File: src/rtl/aclk_pkg.sv
package aclk_pkg;

  // Strobes and active configuration passed from control to datapath.
  typedef struct packed {
    logic restart;   // last frame position: all dividers restart next edge
    logic lrNext;    // word-clock level for the next cycle
    logic slave;     // active mode: follow external clocks
    logic div3;      // active MCK divisor: 1 = divide by 3
    logic slow;      // active bit-clock rate: 1 = 32 Fs
  } ctl_t;

endpackage

File: src/rtl/aclk_ctrl.sv
module aclk_ctrl
  import aclk_pkg::*;
#(
  parameter int FRAME_LEN = 768
) (
  input  logic clk,
  input  logic rstN,
  input  logic slaveSel,
  input  logic mckDiv3Sel,
  input  logic bckSlowSel,
  output ctl_t ctl
);

  localparam int FW = $clog2(FRAME_LEN);
  localparam logic [FW-1:0] LAST_POS = FW'(FRAME_LEN - 1);
  localparam logic [FW-1:0] HALF_POS = FW'(FRAME_LEN / 2);

  logic [FW-1:0] frameCnt;
  logic [FW-1:0] frameNext;
  logic          atBoundary;
  logic          cfgSlave;
  logic          cfgDiv3;
  logic          cfgSlow;

  assign atBoundary = (frameCnt == LAST_POS);
  assign frameNext  = atBoundary ? '0 : frameCnt + FW'(1);

  // Reset parks the counter on the last position so the first edge after
  // release is a boundary that loads the select inputs.
  always_ff @(posedge clk or negedge rstN) begin
    if (!rstN) begin
      frameCnt <= LAST_POS;
      cfgSlave <= 1'b0;
      cfgDiv3  <= 1'b0;
      cfgSlow  <= 1'b0;
    end else begin
      frameCnt <= frameNext;
      if (atBoundary) begin
        cfgSlave <= slaveSel;
        cfgDiv3  <= mckDiv3Sel;
        cfgSlow  <= bckSlowSel;
      end
    end
  end

  always_comb begin
    ctl.restart = atBoundary;
    ctl.lrNext  = (frameNext >= HALF_POS);
    ctl.slave   = cfgSlave;
    ctl.div3    = cfgDiv3;
    ctl.slow    = cfgSlow;
  end

endmodule

File: src/rtl/aclk_datapath.sv
module aclk_datapath
  import aclk_pkg::*;
#(
  parameter int MCK_DIV_A    = 2,
  parameter int MCK_DIV_B    = 3,
  parameter int BCK_DIV_FAST = 12,
  parameter int BCK_DIV_SLOW = 24,
  parameter int SYNC_DEPTH   = 2
) (
  input  logic clk,
  input  logic rstN,
  input  ctl_t ctl,
  input  logic bckIn,
  input  logic lrIn,
  output logic mckOut,
  output logic bckOut,
  output logic lrOut,
  output logic bckRiseEn,
  output logic bckFallEn,
  output logic lrEdgeEn
);

  localparam int MCK_MAX = (MCK_DIV_A > MCK_DIV_B) ? MCK_DIV_A : MCK_DIV_B;
  localparam int BCK_MAX = (BCK_DIV_FAST > BCK_DIV_SLOW) ? BCK_DIV_FAST : BCK_DIV_SLOW;
  localparam int MW = (MCK_MAX > 2) ? $clog2(MCK_MAX) : 1;
  localparam int BW = $clog2(BCK_MAX);
  localparam int NEXT = 2;  // external clocks: index 0 bit clock, 1 word clock

  // ---------------- generated clocks ----------------
  logic [MW-1:0] mckCnt, mckNext, mckLim;
  logic [BW-1:0] bckCnt, bckNext, bckLim, bckHalf;
  logic          mckGen, bckGen, lrGen;
  logic          bckGenD, lrGenD;

  always_comb begin
    mckLim  = ctl.div3 ? MW'(MCK_DIV_B - 1) : MW'(MCK_DIV_A - 1);
    bckLim  = ctl.slow ? BW'(BCK_DIV_SLOW - 1) : BW'(BCK_DIV_FAST - 1);
    bckHalf = ctl.slow ? BW'(BCK_DIV_SLOW / 2) : BW'(BCK_DIV_FAST / 2);
    if (ctl.restart || mckCnt == mckLim) mckNext = '0;
    else                                 mckNext = mckCnt + MW'(1);
    if (ctl.restart || bckCnt == bckLim) bckNext = '0;
    else                                 bckNext = bckCnt + BW'(1);
  end

  always_ff @(posedge clk or negedge rstN) begin
    if (!rstN) begin
      mckCnt  <= '0;
      bckCnt  <= '0;
      mckGen  <= 1'b0;
      bckGen  <= 1'b0;
      lrGen   <= 1'b0;
      bckGenD <= 1'b0;
      lrGenD  <= 1'b0;
    end else begin
      mckCnt  <= mckNext;
      bckCnt  <= bckNext;
      mckGen  <= (mckNext == '0);
      bckGen  <= (bckNext >= bckHalf);
      lrGen   <= ctl.lrNext;
      bckGenD <= bckGen;
      lrGenD  <= lrGen;
    end
  end

  // ---------------- external clock synchronizers ----------------
  logic [NEXT-1:0] extRaw, extNow, extOld;
  assign extRaw = {lrIn, bckIn};

  for (genvar g = 0; g < NEXT; g++) begin : g_sync
    logic [SYNC_DEPTH:0] shreg;
    always_ff @(posedge clk or negedge rstN) begin
      if (!rstN) shreg <= '0;
      else       shreg <= {shreg[SYNC_DEPTH-1:0], extRaw[g]};
    end
    assign extNow[g] = shreg[SYNC_DEPTH-1];
    assign extOld[g] = shreg[SYNC_DEPTH];
  end

  // ---------------- output selection ----------------
  always_comb begin
    if (ctl.slave) begin
      mckOut    = 1'b0;
      bckOut    = bckIn;
      lrOut     = lrIn;
      bckRiseEn = extNow[0] & ~extOld[0];
      bckFallEn = ~extNow[0] & extOld[0];
      lrEdgeEn  = extNow[1] ^ extOld[1];
    end else begin
      mckOut    = mckGen;
      bckOut    = bckGen;
      lrOut     = lrGen;
      bckRiseEn = bckGen & ~bckGenD;
      bckFallEn = ~bckGen & bckGenD;
      lrEdgeEn  = lrGen ^ lrGenD;
    end
  end

endmodule

File: src/rtl/aclk_gen.sv
module aclk_gen
  import aclk_pkg::*;
#(
  parameter int FRAME_LEN    = 768,
  parameter int MCK_DIV_A    = 2,
  parameter int MCK_DIV_B    = 3,
  parameter int BCK_DIV_FAST = 12,
  parameter int BCK_DIV_SLOW = 24,
  parameter int SYNC_DEPTH   = 2
) (
  input  logic clk,
  input  logic rstN,
  input  logic slaveSel,
  input  logic mckDiv3Sel,
  input  logic bckSlowSel,
  input  logic bckIn,
  input  logic lrIn,
  output logic mckOut,
  output logic bckOut,
  output logic lrOut,
  output logic bckRiseEn,
  output logic bckFallEn,
  output logic lrEdgeEn
);

  ctl_t ctlBus;

  aclk_ctrl #(
    .FRAME_LEN (FRAME_LEN)
  ) u_ctrl (
    .clk        (clk),
    .rstN       (rstN),
    .slaveSel   (slaveSel),
    .mckDiv3Sel (mckDiv3Sel),
    .bckSlowSel (bckSlowSel),
    .ctl        (ctlBus)
  );

  aclk_datapath #(
    .MCK_DIV_A    (MCK_DIV_A),
    .MCK_DIV_B    (MCK_DIV_B),
    .BCK_DIV_FAST (BCK_DIV_FAST),
    .BCK_DIV_SLOW (BCK_DIV_SLOW),
    .SYNC_DEPTH   (SYNC_DEPTH)
  ) u_dp (
    .clk       (clk),
    .rstN      (rstN),
    .ctl       (ctlBus),
    .bckIn     (bckIn),
    .lrIn      (lrIn),
    .mckOut    (mckOut),
    .bckOut    (bckOut),
    .lrOut     (lrOut),
    .bckRiseEn (bckRiseEn),
    .bckFallEn (bckFallEn),
    .lrEdgeEn  (lrEdgeEn)
  );

endmodule

File: config.mk
export PLATFORM = sky130hd
export DESIGN_NAME = aclk_gen
export DESIGN_NICKNAME = d
export VERILOG_FILES = /design/src/rtl/aclk_pkg.sv /design/src/rtl/aclk_ctrl.sv /design/src/rtl/aclk_datapath.sv /design/src/rtl/aclk_gen.sv
export SDC_FILE = /design/constraint.sdc
export NUM_CORES = 1
export LEC_CHECK = 0
export ABC_AREA = 1
export BUFFER_PORTS_ARGS = -buffer_cell sky130_fd_sc_hd__buf_2
export CAP_MARGIN = 0
export CORE_ASPECT_RATIO = 0.7
export CORE_MARGIN = 4
export CORE_UTILIZATION = 30
export CTS_CLUSTER_DIAMETER = 120
export CTS_CLUSTER_SIZE = 28
export DETAILED_ROUTE_END_ITERATION = 12
export GPL_ROUTABILITY_DRIVEN = 0
export GPL_TIMING_DRIVEN = 1
export PLACE_DENSITY = 0.57
export SETUP_SLACK_MARGIN = 0.4
export SYNTH_ARGS = -nofsm -noshare
export SYNTH_HDL_FRONTEND = slang
export SYNTH_HIERARCHICAL = 1
export SYNTH_SLANG_ARGS = --single-unit
File: constraint.sdc
create_clock -name clk -period 2.55 [get_ports clk]
set_clock_uncertainty 0.15 [all_clocks]
set_input_delay 0.51 -clock clk [delete_from_list [all_inputs] [get_ports clk]]
set_output_delay 0.51 -clock clk [all_outputs]
set_load 0.05 [all_outputs]
==> results of run 1 <==
-- sequential cells by signal, summed over array words and instances, names as in the netlist --
name and cells:
u_ctrl/frameCnt 10, u_dp/g_sync.shreg 6, u_dp/bckCnt 5, u_dp/mckCnt 2, u_ctrl/cfgDiv3 1, u_ctrl/cfgSlave 1
u_ctrl/cfgSlow 1, u_dp/bckGen 1, u_dp/bckGenD 1, u_dp/lrGen 1, u_dp/lrGenD 1, u_dp/mckGen 1
-- path summary, 6_finish.rpt --
check	from	end	slack (ns)	cells past startpoint
min	rstN	u_ctrl/frameCnt[8]$_DFF_PN0_	0.11	1
max in group asynchronous	rstN	u_ctrl/cfgSlave$_DFFE_PN0N_	1.66	1
max	u_ctrl/frameCnt[1]$_DFF_PN1_	u_dp/bckGen$_DFF_PN0_	0.49	14
min in group clk	bckIn	u_dp/g_sync[0].shreg[0]$_DFF_PN0_	0.20	1
min reg2reg	u_dp/g_sync[0].shreg[0]$_DFF_PN0_	u_dp/g_sync[0].shreg[1]$_DFF_PN0_	0.20	0
max reg2reg	u_ctrl/frameCnt[1]$_DFF_PN1_	u_dp/bckGen$_DFF_PN0_	0.49	14
-- power breakdown --
part	internal (mW)	leakage (nW)	total, mW	switching [mW]
sequential	0.497	0.363	0.500	0.00218
clock	0.316	0.0612	0.497	0.181
combinational	0.0107	0.512	0.0441	0.0334
-- kinds of logic after synthesis --
logic type | share of synthesized area [%]
flops | 52.37
xor+xnor | 4.663
simple gates | 25.48
buf+inv | 9.408
compound gates | 3.914
fa+ha+maj | 4.163
-- synthesized netlist by cell type, drive strengths merged --
| cell type | instances |
|---|---|
| o211ai | 1 |
| nand2 | 47 |
| dfrtp | 22 |
| nand4 | 1 |
| inv | 27 |
| xnor2 | 3 |
| a21oi | 4 |
| o32ai | 1 |
| dfstp | 9 |
| nand3 | 12 |
| o31ai | 1 |
| clkinv | 1 |
| or2 | 1 |
| ha | 5 |
| clkbuf | 1 |
| xor2 | 5 |
| buf | 4 |
| nor2 | 13 |
| o21ai | 2 |
| nor3b | 1 |
| nor3 | 2 |
-- cell usage in the layout, fill, tap and decap left out, drive strengths merged --
cell / instances
nor3: 2
clkinv: 2
o32ai: 1
clkbuf: 6
nand3: 12
xnor2: 3
o211ai: 1
dfstp: 9
xor2: 5
a21oi: 4
ha: 5
nor3b: 1
inv: 27
nor2: 13
bufinv: 1
nand2: 47
nand4: 1
or2: 1
o31ai: 1
buf: 20
dfrtp: 22
o21ai: 2
-- cell type report --
cell class,instances,area share [%]
Timing Repair Buffer,20,6.685
Inverter,28,6.003
Clock inverter,2,1.910
Multi-Input combinational cell,99,33.22
Sequential cell,31,42.97
Tap cell,69,4.707
Clock buffer,6,4.502
-- layer usage --
metal	up-vias	GRT usage, %	routed length, um
li1	545	-	-
met1	462	14.05	1435
met2	23	13.19	1061
met3	6	3.563	158
met4	0	5.000	53
met5	-	0	0
-- timing repair --
action                     in CTS  in global routing
setup endpoints to repair       2                  2
pin swaps                       0                  2
gates resized for setup         1                  4
setup buffers                   1                  7
==> run metrics, run 1 <==
post-route design area 1834 sq um; Sink Count 31; Chip Width 92.59 um; Seq. cell area 788.3 sq um; Inst Count DP 239; final period utilization 80.59%; Tightest Hold Check Type in2async; post-route setup slack 0.4950 ns; total power 1.041 mW; Setup violations, final 0; Worst Path Buf+Inv 3; kind of critical path reg2reg; H-tree depth 2; power density cells 567.4 nW/um^2; fin nets 197; worst-path fanout max 6; Die ar. 6223 sq um; Critical Path AT 2.08 ns; Ant. Diodes 0; Rel. slew slack 54.97%; most frequent CP cell nand2_1; ANT nets after route 0; Root Driver clkbuf_8; Pre-Repair DR Iteration Count 4; fillcell total 491; Residual DRC 0; Wirelength per Cell 10.62 um; synth warn 6; Worst path slowest cell dfstp_2; crit path launch type flip-flop; die span in y 67.22 um; grt ovf 0; Netlist cell types 27; Post-Syn Area 1503 sq um; Crit path required time 2.57 ns; initial core utilization 31.25%; Vias 1,036; Worst path max stage delay 0.57 ns; dpl hpwl 1.926 mm; cts bufs inserted 5; Area growth syn-to-layout 22.07%; Reg clk slew, reported paths 0.07 ns; hold buffers post-CTS 0; layout cell share with drive strength beyond 1 34.41%; worst vdd ir 0.1967 mV; Worst Setup End Kind flip-flop; gate count of the mapped netlist 163; Port Buffers 12; Setup WS pre-CTS 0.3034 ns; setup TNS 0 ns; Final Non-Filler Cells 255; fin util 38.15%; Leak Pwr 0.9362 nW; hold_ws 0.1131 ns; area taken by multi-input logic gates 609.3 sq um; Core Area 4808 sq um; post-synth top area share 36.64%; status complete, no violations; Worst path top cell family by delay simple AND/OR/NAND/NOR gates; Std-Cell Rows 21; worst-margin pin slew 0.6754 ns; minimum clock period 2.055 ns; FMAX 486.6 MHz; CTS max path bufs 2; Area contributors post-synth dfrtp_1 37%, dfstp_2 16%, nand2_1 10%; initial antenna violation count 0; vias in the first global route 963; syn_nets 175; Routed WL 2.708 mm; first-pass GRT wire length 4.560 mm; Slew Viols, Final 0; CTS tree yes; Post-DP Area 1643 sq um; DR iter-0 viols 49; critical-path cell list ha_4 > nand2_2 > nor2_4 > nand3_4 > clkinv_4 > inv_2 > nand2_4 > inv_2 > nand2_1 > ha_1 > nand2_1 > nand2_1 > nand2_1 > nand2_1; GR Util All Layers 9.927%; synthesis-stage register bit count 31; vias per cell 4.063; Final Hold Viols 0; max capacitance violation total 0; Synth area leader dfrtp_1; Mean Syn Cell Area 9.219 sq um; # IOs 13; post-synthesis sequential area ratio 52.37%; clock latency at the later pin of the worst-skew pair 0.28 ns; largest net degree at the start of global routing 32; RSZ-0062 raised after global routing yes
(Power assumes the default switching activity.)
==> run 2, diff against run 1 <==
- clock period: 2.55 -> 1.9 ns (I/O delays scaled with it)
==> run metrics, run 2 (synthesis results as in run 1) <==
CTS tree yes; worst-margin pin slew 0.3995 ns; first-pass GRT wire length 5.257 mm; clock latency at the later pin of the worst-skew pair 0.27 ns; Top Registers u_ctrl/frameCnt: 10 flops, u_dp/g_sync.shreg: 6 flops, u_dp/bckCnt: 5 flops; Tightest Hold Check Type in2reg; cts bufs inserted 5; Residual DRC 0; largest net degree at the start of global routing 32; fin util 45.98%; H-tree depth 2; Critical Path AT 1.90 ns; hold path startpoint bckIn; ANT nets after route 0; Vias 1,089; Chip Width 92.59 um; Ant. Diodes 0; kind of critical path reg2reg; Sink Count 31; hold path cells 1; Area growth syn-to-layout 47.13%; layout cell share with drive strength beyond 1 50.24%; worst r2r dst u_dp/bckGen$_DFF_PN0_; Leak Pwr 1.087 nW; Routed WL 3.016 mm; Slew Viols, Final 0; vias in the first global route 1,097; Wirelength per Cell 11.01 um; Pre-Repair DR Iteration Count 4; die span in y 67.22 um; power density cells 643.0 nW/um^2; Std-Cell Rows 21; # IOs 13; Hold EP u_dp/g_sync[0].shreg[0]$_DFF_PN0_; Reg clk slew, reported paths 0.07 ns; initial core utilization 31.25%; minimum clock period 1.880 ns; number of flip-flops in the largest register 10; worst vdd ir 0.4890 mV; most common cell after layout, fill and taps aside nand2_1; max capacitance violation total 0; Worst Reg2Reg Path Length in Cells 14; Port Buffers 12; commonest non-fill, non-tap cells in the layout 31 x nand2_1, 21 x dfrtp_1, 19 x inv_1; Final Hold Viols 0; reg2reg setup slack 0.02 ns; fin nets 216; DR iter-0 viols 78; initial antenna violation count 0; Root Driver clkbuf_8; Most flops, register u_ctrl/frameCnt; worst r2r src u_ctrl/frameCnt[0]$_DFF_PN1_; RSZ-0062 raised after global routing yes; dpl hpwl 2.035 mm; status complete, no violations; worst-path fanout max 3; Crit path required time 1.92 ns; GR Util All Layers 11.06%; CTS max path bufs 2; vias per cell 3.974; Worst Setup End Kind flip-flop; grt ovf 0; final period utilization 98.96%; total power 1.422 mW; Rel. slew slack 73.37%; Core Area 4808 sq um; Setup violations, final 0; Die ar. 6223 sq um; crit path launch type flip-flop; FMAX 531.8 MHz
## run 2: what timing repair did
action,in CTS,in global routing
endpoints found under the hold margin,22,0
setup buffers,6,4
pin swaps,8,4
endpoints found under the setup margin,20,25
gates resized for setup,37,10
hold buffers,1,0
## run 2: worst max-delay path, stage by stage (launching register included)
cell      delay, ns
dfstp_2        0.56
ha_4           0.15
nand2_4        0.05
nor2_4         0.11
nand3_4        0.09
clkinv_4       0.06
inv_4          0.03
nand2_4        0.06
inv_2          0.05
nand2_4        0.07
ha_4           0.19
nand2_2        0.05
nand2_1        0.05
nand2_1        0.06
nand2_1        0.04
## run 2: report_power, final
part           internal, mW  total [mW]  switching [mW]
logic                0.0318      0.0836          0.0518
registers             0.667       0.671         0.00329
clock network         0.424       0.667           0.243
total                  1.12        1.42           0.298
## run 2: metal layers
layer	global-route usage, %	up-vias	share of wire [%]
met2	16.17	12	41
li1	-	584	-
met5	0	-	0
met1	15.89	491	55
met3	3.786	2	3.6
met4	2.222	0	0.43
## run 2: how the worst max path moves through the flow
stage	start	end
CTS	u_ctrl/frameCnt[0]$_DFF_PN1_	u_dp/bckGen$_DFF_PN0_
floorplan	u_ctrl/frameCnt[0]$_DFF_PN1_	u_dp/bckGen$_DFF_PN0_
finish	u_ctrl/frameCnt[0]$_DFF_PN1_	u_dp/bckGen$_DFF_PN0_
global route	u_ctrl/frameCnt[0]$_DFF_PN1_	u_dp/bckGen$_DFF_PN0_
global placement	u_ctrl/frameCnt[1]$_DFF_PN1_	u_dp/bckGen$_DFF_PN0_
detailed placement	u_ctrl/frameCnt[1]$_DFF_PN1_	u_dp/bckGen$_DFF_PN0_
## run 2: layout make-up
| cell class | count | area [sq um] |
|---|---|---|
| Clock buffer | 6 | 82.58 |
| Clock inverter | 2 | 35.03 |
| Fill cell | 437 | 2597 |
| Inverter | 28 | 115.1 |
| Multi-Input combinational cell | 99 | 755.7 |
| Sequential cell | 31 | 788.3 |
| Tap cell | 69 | 86.33 |
| Timing Repair Buffer | 39 | 347.8 |
## run 2: per-stage QoR
step | worst slack, ns | hold WS [ns] | cell area (sq um) | cells | setup TNS (ns)
2_1_floorplan | -0.2060 | -0.06559 | 1610 | 163 | -0.2166
3_3_place_gp | -0.02590 | 0.1840 | 1829 | 255 | -0.02590
3_5_place_dp | -0.02274 | 0.1847 | 1829 | 255 | -0.02274
4_1_cts | 0.02501 | 0.09461 | 2145 | 270 | 0
5_1_grt | -0.08769 | 0.08491 | 2211 | 274 | -0.08769
6_report | 0.01975 | 0.1006 | 2211 | 274 | 0
